<file path="src/rtl/hpic_pkg.sv">
package hpic_pkg;

    localparam int WORD_W = 32;
    localparam int HALF_W = WORD_W / 2;

    localparam int BIT_CPU_IRQ  = 1;
    localparam int BIT_HOST_IRQ = 2;
    localparam int BIT_SPLIT    = 9;

    typedef enum logic [1:0] {
        CODE_CTRL     = 2'b00,
        CODE_DATA_INC = 2'b01,
        CODE_ADDR     = 2'b10,
        CODE_DATA_FIX = 2'b11
    } cyc_code_e;

    typedef enum logic [1:0] {
        ST_IDLE,
        ST_EXEC,
        ST_MEM,
        ST_DONE
    } cyc_state_e;

    typedef struct packed {
        cyc_code_e         code;
        logic              rd;
        logic              hi;
        logic              asel;
        logic [WORD_W-1:0] din;
    } cyc_t;

    function automatic logic strobe_active(input logic cs_n, input logic d1_n, input logic d2_n);
        return !cs_n && (d1_n != d2_n);
    endfunction

    function automatic logic is_data(input cyc_code_e c);
        return (c == CODE_DATA_INC) || (c == CODE_DATA_FIX);
    endfunction

    // Two-bit register-select mask: bit 0 = read address, bit 1 = write address
    function automatic logic [1:0] addr_mask(input logic split, input logic pick_rd);
        if (!split) return 2'b11;
        return pick_rd ? 2'b01 : 2'b10;
    endfunction

endpackage

</file>
<file path="src/rtl/hpic_strobe.sv">
module hpic_strobe
    import hpic_pkg::*;
(
    input  logic clk,
    input  logic rst,
    input  logic cs_n,
    input  logic ds1_n,
    input  logic ds2_n,
    output logic stb,
    output logic stb_rise
);
    logic stb_q;

    assign stb      = strobe_active(cs_n, ds1_n, ds2_n);
    assign stb_rise = stb && !stb_q;

    always_ff @(posedge clk) begin
        if (rst) stb_q <= 1'b0;
        else     stb_q <= stb;
    end
endmodule

</file>
<file path="src/rtl/hpic_ctl.sv">
module hpic_ctl (
    input  logic clk,
    input  logic rst,
    input  logic host_we,
    input  logic host_irq_set,
    input  logic host_hint_clr,
    input  logic host_split,
    input  logic cpu_we,
    input  logic cpu_hint_val,
    input  logic cpu_irq_ack,
    output logic split,
    output logic host_irq,
    output logic cpu_irq_flag
);
    always_ff @(posedge clk) begin
        if (rst) begin
            split        <= 1'b0;
            host_irq     <= 1'b0;
            cpu_irq_flag <= 1'b0;
        end else begin
            if (host_we) split <= host_split;
            // CPU write takes priority over a host clear
            if (cpu_we)                        host_irq <= cpu_hint_val;
            else if (host_we && host_hint_clr) host_irq <= 1'b0;
            // host set takes priority over a CPU acknowledge
            if (host_we && host_irq_set)       cpu_irq_flag <= 1'b1;
            else if (cpu_we && cpu_irq_ack)    cpu_irq_flag <= 1'b0;
        end
    end
endmodule

</file>
<file path="src/rtl/hpic_addr.sv">
module hpic_addr #(
    parameter int AW   = 32,
    parameter int STEP = 4
) (
    input  logic          clk,
    input  logic          rst,
    input  logic [1:0]    ld,
    input  logic [AW-1:0] ld_val,
    input  logic [1:0]    inc,
    output logic [AW-1:0] rd_addr,
    output logic [AW-1:0] wr_addr
);
    localparam logic [AW-1:0] STEP_V = AW'(STEP);

    for (genvar i = 0; i < 2; i++) begin : g_reg
        logic [AW-1:0] q;
        always_ff @(posedge clk) begin
            if (rst)         q <= '0;
            else if (ld[i])  q <= ld_val;
            else if (inc[i]) q <= q + STEP_V;
        end
    end

    assign rd_addr = g_reg[0].q;
    assign wr_addr = g_reg[1].q;
endmodule

</file>
<file path="src/rtl/hpic_top.sv">
module hpic_top
    import hpic_pkg::*;
#(
    parameter int AW         = 32,
    parameter int WORD_BYTES = 4
) (
    input  logic              clk,
    input  logic              rst,
    input  logic              mode16,
    input  logic              cs_n,
    input  logic              ds1_n,
    input  logic              ds2_n,
    input  logic              rnw,
    input  logic [1:0]        code,
    input  logic              hw_sel,
    input  logic              asel,
    input  logic [31:0]       hd_in,
    output logic [31:0]       hd_out,
    output logic              hd_oe,
    output logic              rdy,
    output logic              hint_n,
    output logic              cpu_irq,
    input  logic              cpu_we,
    input  logic              cpu_hint_val,
    input  logic              cpu_irq_ack,
    output logic              mem_req,
    output logic              mem_we,
    output logic [AW-1:0]     mem_addr,
    output logic [31:0]       mem_wdata,
    input  logic [31:0]       mem_rdata,
    input  logic              mem_ack
);
    cyc_state_e        state;
    cyc_t              cyc;
    logic [HALF_W-1:0] stage;
    logic [WORD_W-1:0] rbuf;
    logic [WORD_W-1:0] wbuf;

    logic stb, stb_rise;
    logic split, host_irq;
    logic [AW-1:0] rd_addr, wr_addr;

    hpic_strobe u_stb (
        .clk(clk), .rst(rst), .cs_n(cs_n), .ds1_n(ds1_n), .ds2_n(ds2_n),
        .stb(stb), .stb_rise(stb_rise)
    );

    // decode of the captured cycle
    logic              full_word, first_half, in_exec;
    logic [WORD_W-1:0] word_in;
    logic [WORD_W-1:0] ctl_word;
    logic              ctl_we, addr_we, inc_ev;
    logic [1:0]        ld_mask, inc_mask;

    assign full_word  = !mode16 || cyc.hi;
    assign first_half = !mode16 || !cyc.hi;
    assign in_exec    = (state == ST_EXEC);
    assign word_in    = mode16 ? {cyc.din[HALF_W-1:0], stage} : cyc.din;

    always_comb begin
        ctl_word               = '0;
        ctl_word[BIT_CPU_IRQ]  = cpu_irq;
        ctl_word[BIT_HOST_IRQ] = host_irq;
        ctl_word[BIT_SPLIT]    = split;
    end

    assign ctl_we  = in_exec && (cyc.code == CODE_CTRL) && !cyc.rd && full_word;
    assign addr_we = in_exec && (cyc.code == CODE_ADDR) && !cyc.rd && full_word;
    assign inc_ev  = (cyc.code == CODE_DATA_INC) &&
                     ((in_exec && cyc.rd && mode16 && cyc.hi) ||
                      ((state == ST_MEM) && mem_ack && (!cyc.rd || !mode16)));

    assign ld_mask  = addr_we ? addr_mask(split, cyc.asel) : 2'b00;
    assign inc_mask = inc_ev  ? addr_mask(split, cyc.rd)   : 2'b00;

    hpic_ctl u_ctl (
        .clk(clk), .rst(rst),
        .host_we(ctl_we),
        .host_irq_set(word_in[BIT_CPU_IRQ]),
        .host_hint_clr(word_in[BIT_HOST_IRQ]),
        .host_split(word_in[BIT_SPLIT]),
        .cpu_we(cpu_we), .cpu_hint_val(cpu_hint_val), .cpu_irq_ack(cpu_irq_ack),
        .split(split), .host_irq(host_irq), .cpu_irq_flag(cpu_irq)
    );

    hpic_addr #(.AW(AW), .STEP(WORD_BYTES)) u_addr (
        .clk(clk), .rst(rst),
        .ld(ld_mask), .ld_val(word_in[AW-1:0]), .inc(inc_mask),
        .rd_addr(rd_addr), .wr_addr(wr_addr)
    );

    always_ff @(posedge clk) begin
        if (rst) begin
            state <= ST_IDLE;
            cyc   <= '0;
            stage <= '0;
            rbuf  <= '0;
            wbuf  <= '0;
        end else begin
            unique case (state)
                ST_IDLE: begin
                    if (stb_rise) begin
                        cyc.code <= cyc_code_e'(code);
                        cyc.rd   <= rnw;
                        cyc.hi   <= hw_sel;
                        cyc.asel <= asel;
                        cyc.din  <= hd_in;
                        state    <= ST_EXEC;
                    end
                end
                ST_EXEC: begin
                    if (!cyc.rd && !full_word) stage <= cyc.din[HALF_W-1:0];
                    if (is_data(cyc.code)) begin
                        if (cyc.rd) begin
                            state <= first_half ? ST_MEM : ST_DONE;
                        end else if (full_word) begin
                            wbuf  <= word_in;
                            state <= ST_MEM;
                        end else begin
                            state <= ST_DONE;
                        end
                    end else begin
                        if (cyc.rd && first_half)
                            rbuf <= (cyc.code == CODE_CTRL) ? ctl_word : WORD_W'(rd_addr);
                        state <= ST_DONE;
                    end
                end
                ST_MEM: begin
                    if (mem_ack) begin
                        if (cyc.rd) rbuf <= mem_rdata;
                        state <= ST_DONE;
                    end
                end
                ST_DONE: begin
                    if (!stb) state <= ST_IDLE;
                end
                default: state <= ST_IDLE;
            endcase
        end
    end

    assign rdy       = (state == ST_IDLE) || (state == ST_DONE);
    assign hd_oe     = (state == ST_DONE) && cyc.rd;
    assign hd_out    = !mode16 ? rbuf :
                       (cyc.hi ? {{HALF_W{1'b0}}, rbuf[WORD_W-1:HALF_W]}
                               : {{HALF_W{1'b0}}, rbuf[HALF_W-1:0]});
    assign hint_n    = !host_irq;
    assign mem_req   = (state == ST_MEM);
    assign mem_we    = !cyc.rd;
    assign mem_addr  = cyc.rd ? rd_addr : wr_addr;
    assign mem_wdata = wbuf;
endmodule

</file>
<file path="config.mk">
export PLATFORM = sky130hd
export DESIGN_NAME = hpic_top
export DESIGN_NICKNAME = d
export VERILOG_FILES = /design/src/rtl/hpic_pkg.sv /design/src/rtl/hpic_strobe.sv /design/src/rtl/hpic_ctl.sv /design/src/rtl/hpic_addr.sv /design/src/rtl/hpic_top.sv
export SDC_FILE = /design/constraint.sdc
export NUM_CORES = 1
export LEC_CHECK = 0
export ABC_AREA = 1
export BUFFER_PORTS_ARGS = -buffer_cell sky130_fd_sc_hd__buf_2
export CAP_MARGIN = 10
export CORE_ASPECT_RATIO = 0.5
export CORE_UTILIZATION = 46
export CTS_CLUSTER_SIZE = 28
export DETAILED_ROUTE_END_ITERATION = 10
export PLACE_DENSITY = 0.74
export REMOVE_ABC_BUFFERS = 1
export SLEW_MARGIN = 30
export SYNTH_ARGS = -nofsm -noshare
export SYNTH_HDL_FRONTEND = slang
export SYNTH_SLANG_ARGS = --single-unit
</file>
<file path="constraint.sdc">
create_clock -name clk -period 2 [get_ports clk]
set_clock_uncertainty 0.05 [all_clocks]
set_input_delay 0 -clock clk [delete_from_list [all_inputs] [get_ports clk]]
set_output_delay 0 -clock clk [all_outputs]
set_load 0.05 [all_outputs]
</file>
==> results of run 1 <==
synth_stat cells, types with 3 or more instances:
cell type / number
o21ai_0: 188
o211ai_1: 3
nand3b_1: 5
xnor2_1: 9
inv_2: 10
or2_2: 6
a21oi_1: 183
o21ai_1: 30
nand2_2: 3
nand2_1: 452
a211oi_1: 4
inv_1: 153
xor2_1: 12
buf_4: 5
and2_1: 3
dfxtp_1: 187
buf_1: 4
nor2_2: 3
buf_2: 20
nor2_1: 163
buf_6: 3
ha_1: 7
nand3_1: 116
clkbuf_1: 59
flip-flops by register name, summed over array words and instances (netlist names):
register            flops
cyc                    37
mem_wdata              32
rbuf                   32
stage                  16
state                   2
u_addr.rd_addr         32
u_addr.wr_addr         32
u_ctl.cpu_irq_flag      1
u_ctl.host_irq          1
u_ctl.split             1
u_stb.stb_q             1
layer usage:
metal  global-route usage [%]  routed length [um]  vias to the layer above
li1                         -                   -                     5766
met1                     45.1               16600                     5182
met2                     44.0               14000                      494
met3                     5.83                3160                       37
met4                     6.83                 442                        0
met5                        0                   0                        -
cell families (layout without fill, tap and decap cells):
kind of cell | count (synthesis) | in the layout | share of synthesized area (%)
and+or+nand+nor | 762 | 762 | 30.5
AOI/OAI and AO/OA | 410 | 410 | 20.3
buffers and inverters | 254 | 506 | 9.96
DFF | 187 | 187 | 36.6
xor gates and xnor gates | 21 | 21 | 1.80
adders and majority gates | 7 | 7 | 0.856
cell type report:
type / count / share of cell area (%)
inverters: 163 / 4.76
flip-flops and latches: 187 / 28.8
multi-input cells: 1200 / 42.4
well taps: 300 / 2.89
clock buffers: 18 / 3.30
repair buffers: 311 / 16.7
clock inverters: 14 / 1.11
power groups by stage:
stage / clock, uW / combinational (uW) / sequential, uW
4_1_cts: 3400 / 2730 / 4200
3_3_place_gp: 0 / 2590 / 4280
5_1_grt: 3580 / 3010 / 4250
2_1_floorplan: 0 / 1560 / 4300
6_report: 3370 / 2760 / 4210
3_5_place_dp: 0 / 2600 / 4290
metrics by stage:
stage	hold slack (ns)	cells	TNS [ns]
after global placement	0.210	2086	0
after CTS	0.0227	2193	0
final	0.0268	2193	0
after detailed placement	0.214	2086	0
after floorplan	0.0191	1550	-141.08
after global routing	0.0799	2193	-0.0925
worst max path at each step:
stage                         endpoint         startpoint  depth (start not counted)  slack (ns)
floorplan                      rbuf[0]            cyc[34]                          4       -1.78
global placement    u_addr.rd_addr[29]           state[0]                          9        0.17
detailed placement  u_addr.rd_addr[25]           state[0]                          9        0.14
CTS                       mem_addr[12]            cyc[34]                          4        0.06
global route        u_addr.rd_addr[29]           state[1]                         10       -0.03
finish              u_addr.rd_addr[18]  u_addr.rd_addr[3]                          9        0.09
worst max-delay path: stages (launching register included):
cell and delay (ns):
dfxtp_1 0.37, ha_1 0.19, nand2_1 0.08, nor2_2 0.16, nand2_2 0.18, nor2_4 0.22, xor2_1 0.23, nor2_1 0.11
nor2_1 0.10, nor2_1 0.06
layout by cell type, fill, tap and decap left out, types with 9 or more instances in the layout:
master,count
o21ai_1,31
inv_1,152
dfxtp_1,184
xor2_1,12
nand3_1,116
buf_2,180
xnor2_1,9
clkbuf_16,17
buf_4,47
a21oi_1,183
o21ai_0,187
dlygate4sd3_1,75
nand2_1,450
nor2_1,158
timing repair:
item                                    4_1_cts  5_1_grt
endpoints found under the setup margin        0       69
endpoints found under the hold margin        72        0
resized for setup                             0       19
hold buffers                                 75        0
==> results.ini, run 1 <==
[worst_hold_path]
hold_path.startpoint=rst
whs_endpoint=u_addr.rd_addr[14]
hold_path_class=input pin to flop
hold_path_depth=4

[detailed_routing]
via_count=11500
dr.pass1.iters=9
route.detailed.drc=1
vias_per_cell=5.23
drtIter0Drc=1165
drtAntennaViolNets=0
post_drt_wl_per_cell_um=15.6
wirelength_um=34200

[synthesis]
avgSynthCellArea_um2=6.24
yosys.area.top_type=dfxtp_1
synth-seq-area-share_pct=36.6
ys_types=33
ys_ff_latch=187
synth_async_sr_flop_share_pct=0
synth.top_cell.area_share_pct=36.6
synth_area_um2=10200
synthCells=1641
synth_area_leaders=dfxtp_1, nand2_1, o21ai_0
synth_edf_count=0
ys.flop_type=dfxtp_1
synth_warnings=0

[timing]
maxSlewHeadroom_pct=39.6
period_share_pct=95.4
finalSetupViolations=0
hold_viol=0
fin_crit_ns=1.91
fmax_mhz=524
fin_ws_ns=0.0924
worstMarginPinSlew_ns=0.906
rsz0062_at_grt=true
maxSlewViolCount=0

[power]
combPwrFrac_pct=26.7
p_per_area_nw_per_um2=796
intPower_uw=6580
clockPowerShare_pct=32.6
finalPower_uw=10300
switching_share_pct=36.4
peakVddDrop_mv=0.627
p_seq_share_pct=40.7
leakage_uw=0.00546
p_sw_uw=3770

[placed_design]
gp_congestion=1.00
port_buffers=180
pre_cts_ws_ns=0.143
hpwlAfterDp_um=24500
placed_cell_area_um2=11600

[global_routing]
grt_max_degree=75
antenna_found_initial=0
first_global_vias=10300
grt_first_pass_wirelength_um=54100
grt_overflow=0
grt.total_usage_pct=30.2

[finish]
area.sequential_um2=3750
fin_nets=1966
drive_gt1_share_pct=16.3
final_util_pct=59.8
fin_area_um2=13000
num-fill-cells=2159
diodes=0
area_growth_pct=27.0
multi_input_area_um2=5510

[clock_tree]
htree_levels=4
clkSinkCount=187
clockBufferDepth=2
cts_tree=done
clk_pin_slew_ns=0.08
cts_root_buf=clkbuf_16
cts_setup_buffers=0
numCtsBuffers=17
clk_latency_ns=0.44

[die]
coreArea_um2=21700
die-area_um2=22900
initial_core_util_pct=47.1
rows=38
dieHeight_um=107
pin_count=181
die_x_um=213

[worst_setup_path]
crit_fanout=6
r2r_cells=9
start_kind=flop
crit_arrival_ns=2.13
r2r-start=u_addr.rd_addr[3]
critPathKind=flop to flop
worstSetupEndpointType=flop
ff2ff_setup_slack_ns=0.09
r2r_end=u_addr.rd_addr[18]
cp_data_required_time_ns=2.23

[status]
status=finished, violations left
violations=DRC

[flow_run]
cap_violations=0

Power figures use the tool's default switching activity.
==> run 2: changes to the inputs <==
- HOLD_SLACK_MARGIN: unset -> 0.08
==> run 2 against run 1 <==
Net effect: the run still ends with DRC left; cell count increased by 0.14%; cell area is 0.23% higher; wire length grew 0.38%; core utilization rose by 0.14 points; count of clock-buffer cells in the layout is the same; worst setup slack worse by 0.00096 ns; first-iteration DRC count is 2.9% higher; sequential cell count is the same; clock power about the same; fmax about the same; via count fell by 0.32%; critical path type unchanged; critical endpoint unchanged; highest routed layer unchanged.
==> results.ini, run 2 (synthesis results as in run 1) <==
[power]
finalPower_uw=10400  ; about the same
leakage_uw=0.00547  ; +0.19%
p_per_area_nw_per_um2=795  ; -0.16%
peakVddDrop_mv=0.625  ; -0.21%

[placed_design]
dp.cells=2086  ; unchanged
port_buffers=180  ; unchanged
gp_congestion=1.00  ; unchanged
pre_cts_ws_ns=0.143  ; unchanged
hpwlAfterDp_um=24500  ; unchanged

[worst_hold_path]
hold_path_depth=10  ; +6
whs_endpoint=state[0]
hold_path.startpoint=ds2_n
hold_path_class=input pin to flop

[timing]
hold_viol=0  ; unchanged
fin_crit_ns=1.91  ; +0.000957 ns
maxSlewViolCount=0  ; unchanged
tns_ns=0  ; unchanged
rsz0062_at_grt=true
fin_ws_ns=0.0915  ; -0.000957 ns
period_share_pct=95.4  ; about the same
fmax_mhz=524  ; about the same
maxSlewHeadroom_pct=39.6  ; about the same
finalSetupViolations=0  ; unchanged
worstMarginPinSlew_ns=0.906  ; -0.000208 ns

[finish]
drive_gt1_share_pct=16.2  ; -0.026 points
final_common_cell=nand2_1
area.sequential_um2=3750  ; unchanged
multi_input_area_um2=5510  ; unchanged
layout.cells.most_common_list=nand2_1, o21ai_0, dfxtp_1
post_layout_nonfiller_instances=2196  ; +0.14%
largest_reg_flops=37  ; unchanged
num-fill-cells=2154  ; -0.23%
regMostFlops=cyc
area_growth_pct=27.3
fin_nets=1969  ; +0.15%
diodes=0  ; unchanged
final_util_pct=60.0  ; +0.14 points

[clock_tree]
cts_root_buf=clkbuf_16
htree_levels=4  ; unchanged
numCtsBuffers=17  ; unchanged
clockBufferDepth=2  ; unchanged
cts_tree=done
clkSinkCount=187  ; unchanged
clk_latency_ns=0.44  ; about the same
clk_pin_slew_ns=0.08  ; about the same

[detailed_routing]
vias_per_cell=5.21  ; -0.46%
wirelength_um=34300  ; +0.38%
dr.pass1.iters=9  ; unchanged
post_drt_wl_per_cell_um=15.6  ; +0.24%
via_count=11400  ; -0.32%
route.detailed.drc=1  ; unchanged
drtIter0Drc=1199  ; +2.9%
drtAntennaViolNets=0  ; unchanged

[worst_setup_path]
r2r_end=u_addr.rd_addr[18]
cp_num_cells=9  ; unchanged
crit_arrival_ns=2.13  ; about the same
r2r_cells=9  ; unchanged
ff2ff_setup_slack_ns=0.09  ; about the same
worstSetupEndpointType=flop
cp_num_buf_inv=0  ; unchanged
crit_path_top_delay_cell=dfxtp_1
critPathKind=flop to flop
crit_fanout=6  ; unchanged
max_stage_delay_ns=0.37  ; about the same
start_kind=flop
crit_chain=ha_1, nand2_1, nor2_2, nand2_2, nor2_4, xor2_1, nor2_1, nor2_1, nor2_1
cp_data_required_time_ns=2.23  ; about the same
crit_family=simple AND/OR/NAND/NOR gates
r2r-start=u_addr.rd_addr[3]
crit_top_cell=nor2_1

[global_routing]
grt_overflow=0  ; unchanged
antenna_found_initial=0  ; unchanged
grt.total_usage_pct=30.2  ; +0.038 points
grt_first_pass_wirelength_um=54200  ; +0.16%
first_global_vias=10300  ; +0.30%
grt_max_degree=75  ; unchanged

[status]
status=finished, violations left
violations=DRC

[die]
dieHeight_um=107  ; unchanged
rows=38  ; unchanged
die-area_um2=22900  ; unchanged
initial_core_util_pct=47.1  ; unchanged
die_x_um=213  ; unchanged
pin_count=181  ; unchanged
coreArea_um2=21700  ; unchanged

[flow_run]
cap_violations=0  ; unchanged

-- run 2: changes by cell type in the layout (fill, tap and decap cells not counted) --
| cell | delta |
|---|---|
| dlygate4sd3_1 | +3 |
-- run 2: stage by stage --
| stage | area (um2) | hold WS [ns] |
|---|---|---|
| finish | 13000 | 0.177 |
| detailed placement | 11600 | 0.214 |
| global route | 13000 | 0.208 |
| CTS | 13000 | 0.165 |
| global placement | 11600 | 0.210 |
| floorplan | 9830 | 0.0191 |
-- run 2: cell type report --
cell class	count	area share [%]
multi-input combinational	1200	42.3
sequential	187	28.8
timing repair buffer	314	16.9
inverter	163	4.74
clock buffer	18	3.29
tap	300	2.88
clock inverter	14	1.10
-- run 2: layer usage --
layer | track usage, % | up-vias | part of all wire (%)
met2 | 44.1 | 469 | 41
met1 | 45.0 | 5165 | 49
met4 | 6.99 | 0 | 1.4
li1 | - | 5770 | -
met5 | 0 | - | 0
met3 | 5.92 | 38 | 8.6
-- run 2: timing repair --
action	CTS	global route
hold buffers	78	0
resized for setup	0	19
buffers inserted	0	0
endpoints found under the setup margin	0	69
hold endpoints to repair	84	0
-- run 2: worst max-delay path by stage --
stage	start	to	slack [ns]
final	u_addr.rd_addr[3]	u_addr.rd_addr[18]	0.09
after global routing	state[1]	u_addr.rd_addr[29]	-0.03
after CTS	cyc[34]	mem_addr[12]	0.06
after detailed placement	state[0]	u_addr.rd_addr[25]	0.14
after global placement	state[0]	u_addr.rd_addr[29]	0.17
after floorplan	cyc[34]	rbuf[0]	-1.78
-- run 2: report_power, final --
part | switching [uW] | internal (uW)
Combinational | 1900 | 871
Clock | 1700 | 1680
Sequential | 171 | 4040
-- run 2: worst register-to-register path: stages, from the launching register on --
cell and delay (ns):
dfxtp_1 0.37, ha_1 0.19, nand2_1 0.08, nor2_2 0.16, nand2_2 0.18, nor2_4 0.22, xor2_1 0.23, nor2_1 0.11
nor2_1 0.10, nor2_1 0.06
==> run 3: changes to the inputs <==
- CORE_UTILIZATION: 46 -> 57
- PLACE_DENSITY: 0.74 -> 0.87
- SYNTH_HIERARCHICAL: unset -> 1
==> run 3 against run 2 <==
Net effect: the flow now finishes without violations; via count up 3.2%; sequential power up 1%; largest cell class unchanged; clock power up 6%; combinational power up 14%; core utilization up 15 points.
==> results.ini, run 3 <==
[worst_setup_path]
crit_arrival_ns=2.30  ; +0.17 ns
cp_num_buf_inv=4  ; +4
critPathKind=flop to flop
cp_data_required_time_ns=2.31  ; +0.08 ns
crit_path_top_delay_cell=dfxtp_2
crit_family=buffers and inverters
worstSetupEndpointType=flop
crit_chain=buf_4, ha_2, o211ai_1, nand2_2, nand3_2, nor2_1, buf_4, nand2_2, inv_4, clkbuf_16, nand3_1, a21oi_1
crit_fanout=7  ; +1
start_kind=flop
max_stage_delay_ns=0.35  ; -0.02 ns

[finish]
layout.cells.most_common_list=nand2_1, nor2_1, dfxtp_1
final_util_pct=74.9  ; +15 points
final_common_cell=nand2_1
fin_nets=1936  ; -1.7%
drive_gt1_share_pct=18.3  ; +2.1 points
num-fill-cells=1408  ; -35%
regMostFlops=cyc
area_growth_pct=28.1
largest_reg_flops=37  ; unchanged
diodes=0  ; unchanged

[power]
leakage_uw=0.00565  ; +3.3%
peakVddDrop_mv=0.579  ; -7.5%
finalPower_uw=11000  ; +6.0%
p_per_area_nw_per_um2=840  ; +5.7%

[synthesis]
ys.flop_type=dfxtp_1
synthCells=1600  ; -2.5%
ys_types=30  ; -9.1%
synth_area_um2=10200  ; -0.34%
synth.top_cell.area_share_pct=36.7  ; +0.13 points
synthTopCellsByCount=nand2_1, dfxtp_1, nor2_1, o21ai_0, a21oi_1
avgSynthCellArea_um2=6.37  ; +2.2%
synth-seq-area-share_pct=36.7  ; +0.13 points
synth_most_common_cell=nand2_1
synth_edf_count=0  ; unchanged
synth_async_sr_flop_share_pct=0  ; unchanged
ys_ff_latch=187  ; unchanged
yosys.area.top_type=dfxtp_1
synth_area_leaders=dfxtp_1, nand2_1, nor2_1
synth_warnings=6  ; +6

[clock_tree]
clockBufferDepth=2  ; unchanged
cts_root_buf=clkbuf_16
clkSinkCount=187  ; unchanged
numCtsBuffers=17  ; unchanged
clk_pin_slew_ns=0.08  ; about the same
htree_levels=4  ; unchanged
cts_tree=done
clk_latency_ns=0.44  ; about the same

[timing]
fin_ws_ns=0.0171  ; -0.0743 ns
period_share_pct=99.1  ; +3.7 points
maxSlewViolCount=0  ; unchanged
rsz0062_at_grt=true
hold_ws_ns=0.166  ; -0.0113 ns
finalSetupViolations=0  ; unchanged
fmax_mhz=504  ; -3.7%
worstMarginPinSlew_ns=0.718  ; -0.188 ns
hold_viol=0  ; unchanged
maxSlewHeadroom_pct=51.6  ; +12 points
fin_crit_ns=1.98  ; +0.0743 ns

[detailed_routing]
dr.pass1.iters=8  ; -1
route.detailed.drc=0  ; -1
drtAntennaViolNets=0  ; unchanged
post_drt_wl_per_cell_um=16.3  ; +4.2%
wirelength_um=34200  ; -0.48%
vias_per_cell=5.63  ; +8.1%
via_count=11800  ; +3.2%
drtIter0Drc=1311  ; +9.3%

[die]
die-area_um2=18500  ; -19%
dieHeight_um=96.6  ; -10%
pin_count=181  ; unchanged
coreArea_um2=17400  ; -20%
initial_core_util_pct=58.5  ; +11 points
rows=34  ; -11%
die_x_um=191  ; -10%

[global_routing]
use_met1_pct=50.8  ; +5.8 points
grt.total_usage_pct=36.0  ; +5.8 points
grt_overflow=0  ; unchanged
antenna_found_initial=0  ; unchanged
first_global_vias=10300  ; +0.16%
grt.met2_usage_pct=57.2  ; +13 points
grtUsageMet3_pct=6.25  ; +0.33 points
grt_first_pass_wirelength_um=52200  ; -3.6%
grt_max_degree=71  ; -5.3%
grt.busiest_layer=met2

[placed_design]
gp_congestion=1.01  ; +0.60%
pre_cts_ws_ns=-0.0199  ; -0.163 ns
port_buffers=180  ; unchanged
hpwlAfterDp_um=22700  ; -7.5%

[worst_hold_path]
hold_path_class=input pin to flop

[status]
status=complete, no violations

[flow_run]
cap_violations=0  ; unchanged

-- run 3: cell count changes in the layout (fill, tap and decap cells not counted), sizes merged, moves of 5 or more --
| cell | previous run | this run |
|---|---|---|
| a21oi | 183 | 128 |
| a22oi | 1 | 41 |
| a31oi | 0 | 7 |
| buf | 236 | 242 |
| inv | 172 | 105 |
| nand2 | 457 | 535 |
| nand3b | 5 | 0 |
| nor2 | 167 | 214 |
| o21ai | 218 | 129 |
| or2 | 6 | 0 |
| xor2 | 12 | 21 |
-- run 3: path summary, 6_finish.rpt --
check	cells after the start	slack, ns	startpoint	end
max reg2reg	12	0.02	state[1]	u_addr/rd_addr[24]
min reg2reg	2	0.41	mem_wdata[13]	mem_wdata[13]
min	8	0.17	ds1_n	state[0]
max	12	0.02	state[1]	u_addr/rd_addr[24]
-- run 3: worst register-to-register path, delay by kind of cell (launching register included) --
family / cells / cell delay [ns]
AND/OR/NAND/NOR: 5 / 0.48
adder cells (fa/ha/maj): 1 / 0.17
AO/OA/AOI/OAI: 2 / 0.27
flip-flops: 1 / 0.35
buffers and inverters: 4 / 0.60
-- run 3: through the flow --
stage	cell area, um2	instances	TNS, ns
floorplan	9800	1510	-169.33
global route	13100	2097	-0.122
detailed placement	11500	1980	-0.124
global placement	11500	1980	0
CTS	12900	2089	0
finish	13100	2097	0
-- run 3: final cells by class --
| cell class | count | area (um2) | area share [%] |
|---|---|---|---|
| Sequential cell | 187 | 3750 | 28.7 |
| Timing Repair Buffer | 321 | 2270 | 17.4 |
| Inverter | 100 | 380 | 2.91 |
| Tap cell | 234 | 293 | 2.24 |
| Clock inverter | 15 | 199 | 1.52 |
| Multi-Input combinational cell | 1223 | 5750 | 44.0 |
| Clock buffer | 17 | 425 | 3.26 |
-- run 3: where the power goes --
group | switching (uW) | total, uW | internal [uW]
registers | 223 | 4250 | 4020
clock network | 1750 | 3560 | 1820
logic | 2160 | 3170 | 1010
total | 4130 | 11000 | 6850
-- run 3: kinds of logic (layout without fill, tap and decap cells) --
family	count (synthesis)	count (layout)	synth area share, %
adder cells (fa/ha/maj)	7	7	0.859
AND/OR/NAND/NOR	878	878	35.8
buffers and inverters	190	453	7.63
flip-flops	187	187	36.7
XOR/XNOR	27	27	2.32
AO/OA/AOI/OAI	311	311	16.7
-- run 3: layer usage --
| layer | up-vias | part of all wire (%) | wire, um |
|---|---|---|---|
| met5 | - | 0 | 0 |
| met4 | 0 | 1.9 | 636 |
| met3 | 72 | 12 | 3970 |
| met2 | 737 | 43 | 14700 |
| met1 | 5323 | 43 | 14800 |
| li1 | 5681 | - | - |
-- run 3: repair_timing --
item	in CTS	in global routing
gates resized for setup	4	21
hold buffers	77	0
hold endpoints to repair	73	0
gates cloned	0	3
pin swaps	0	8
endpoints found under the setup margin	21	56
buffers inserted	0	5
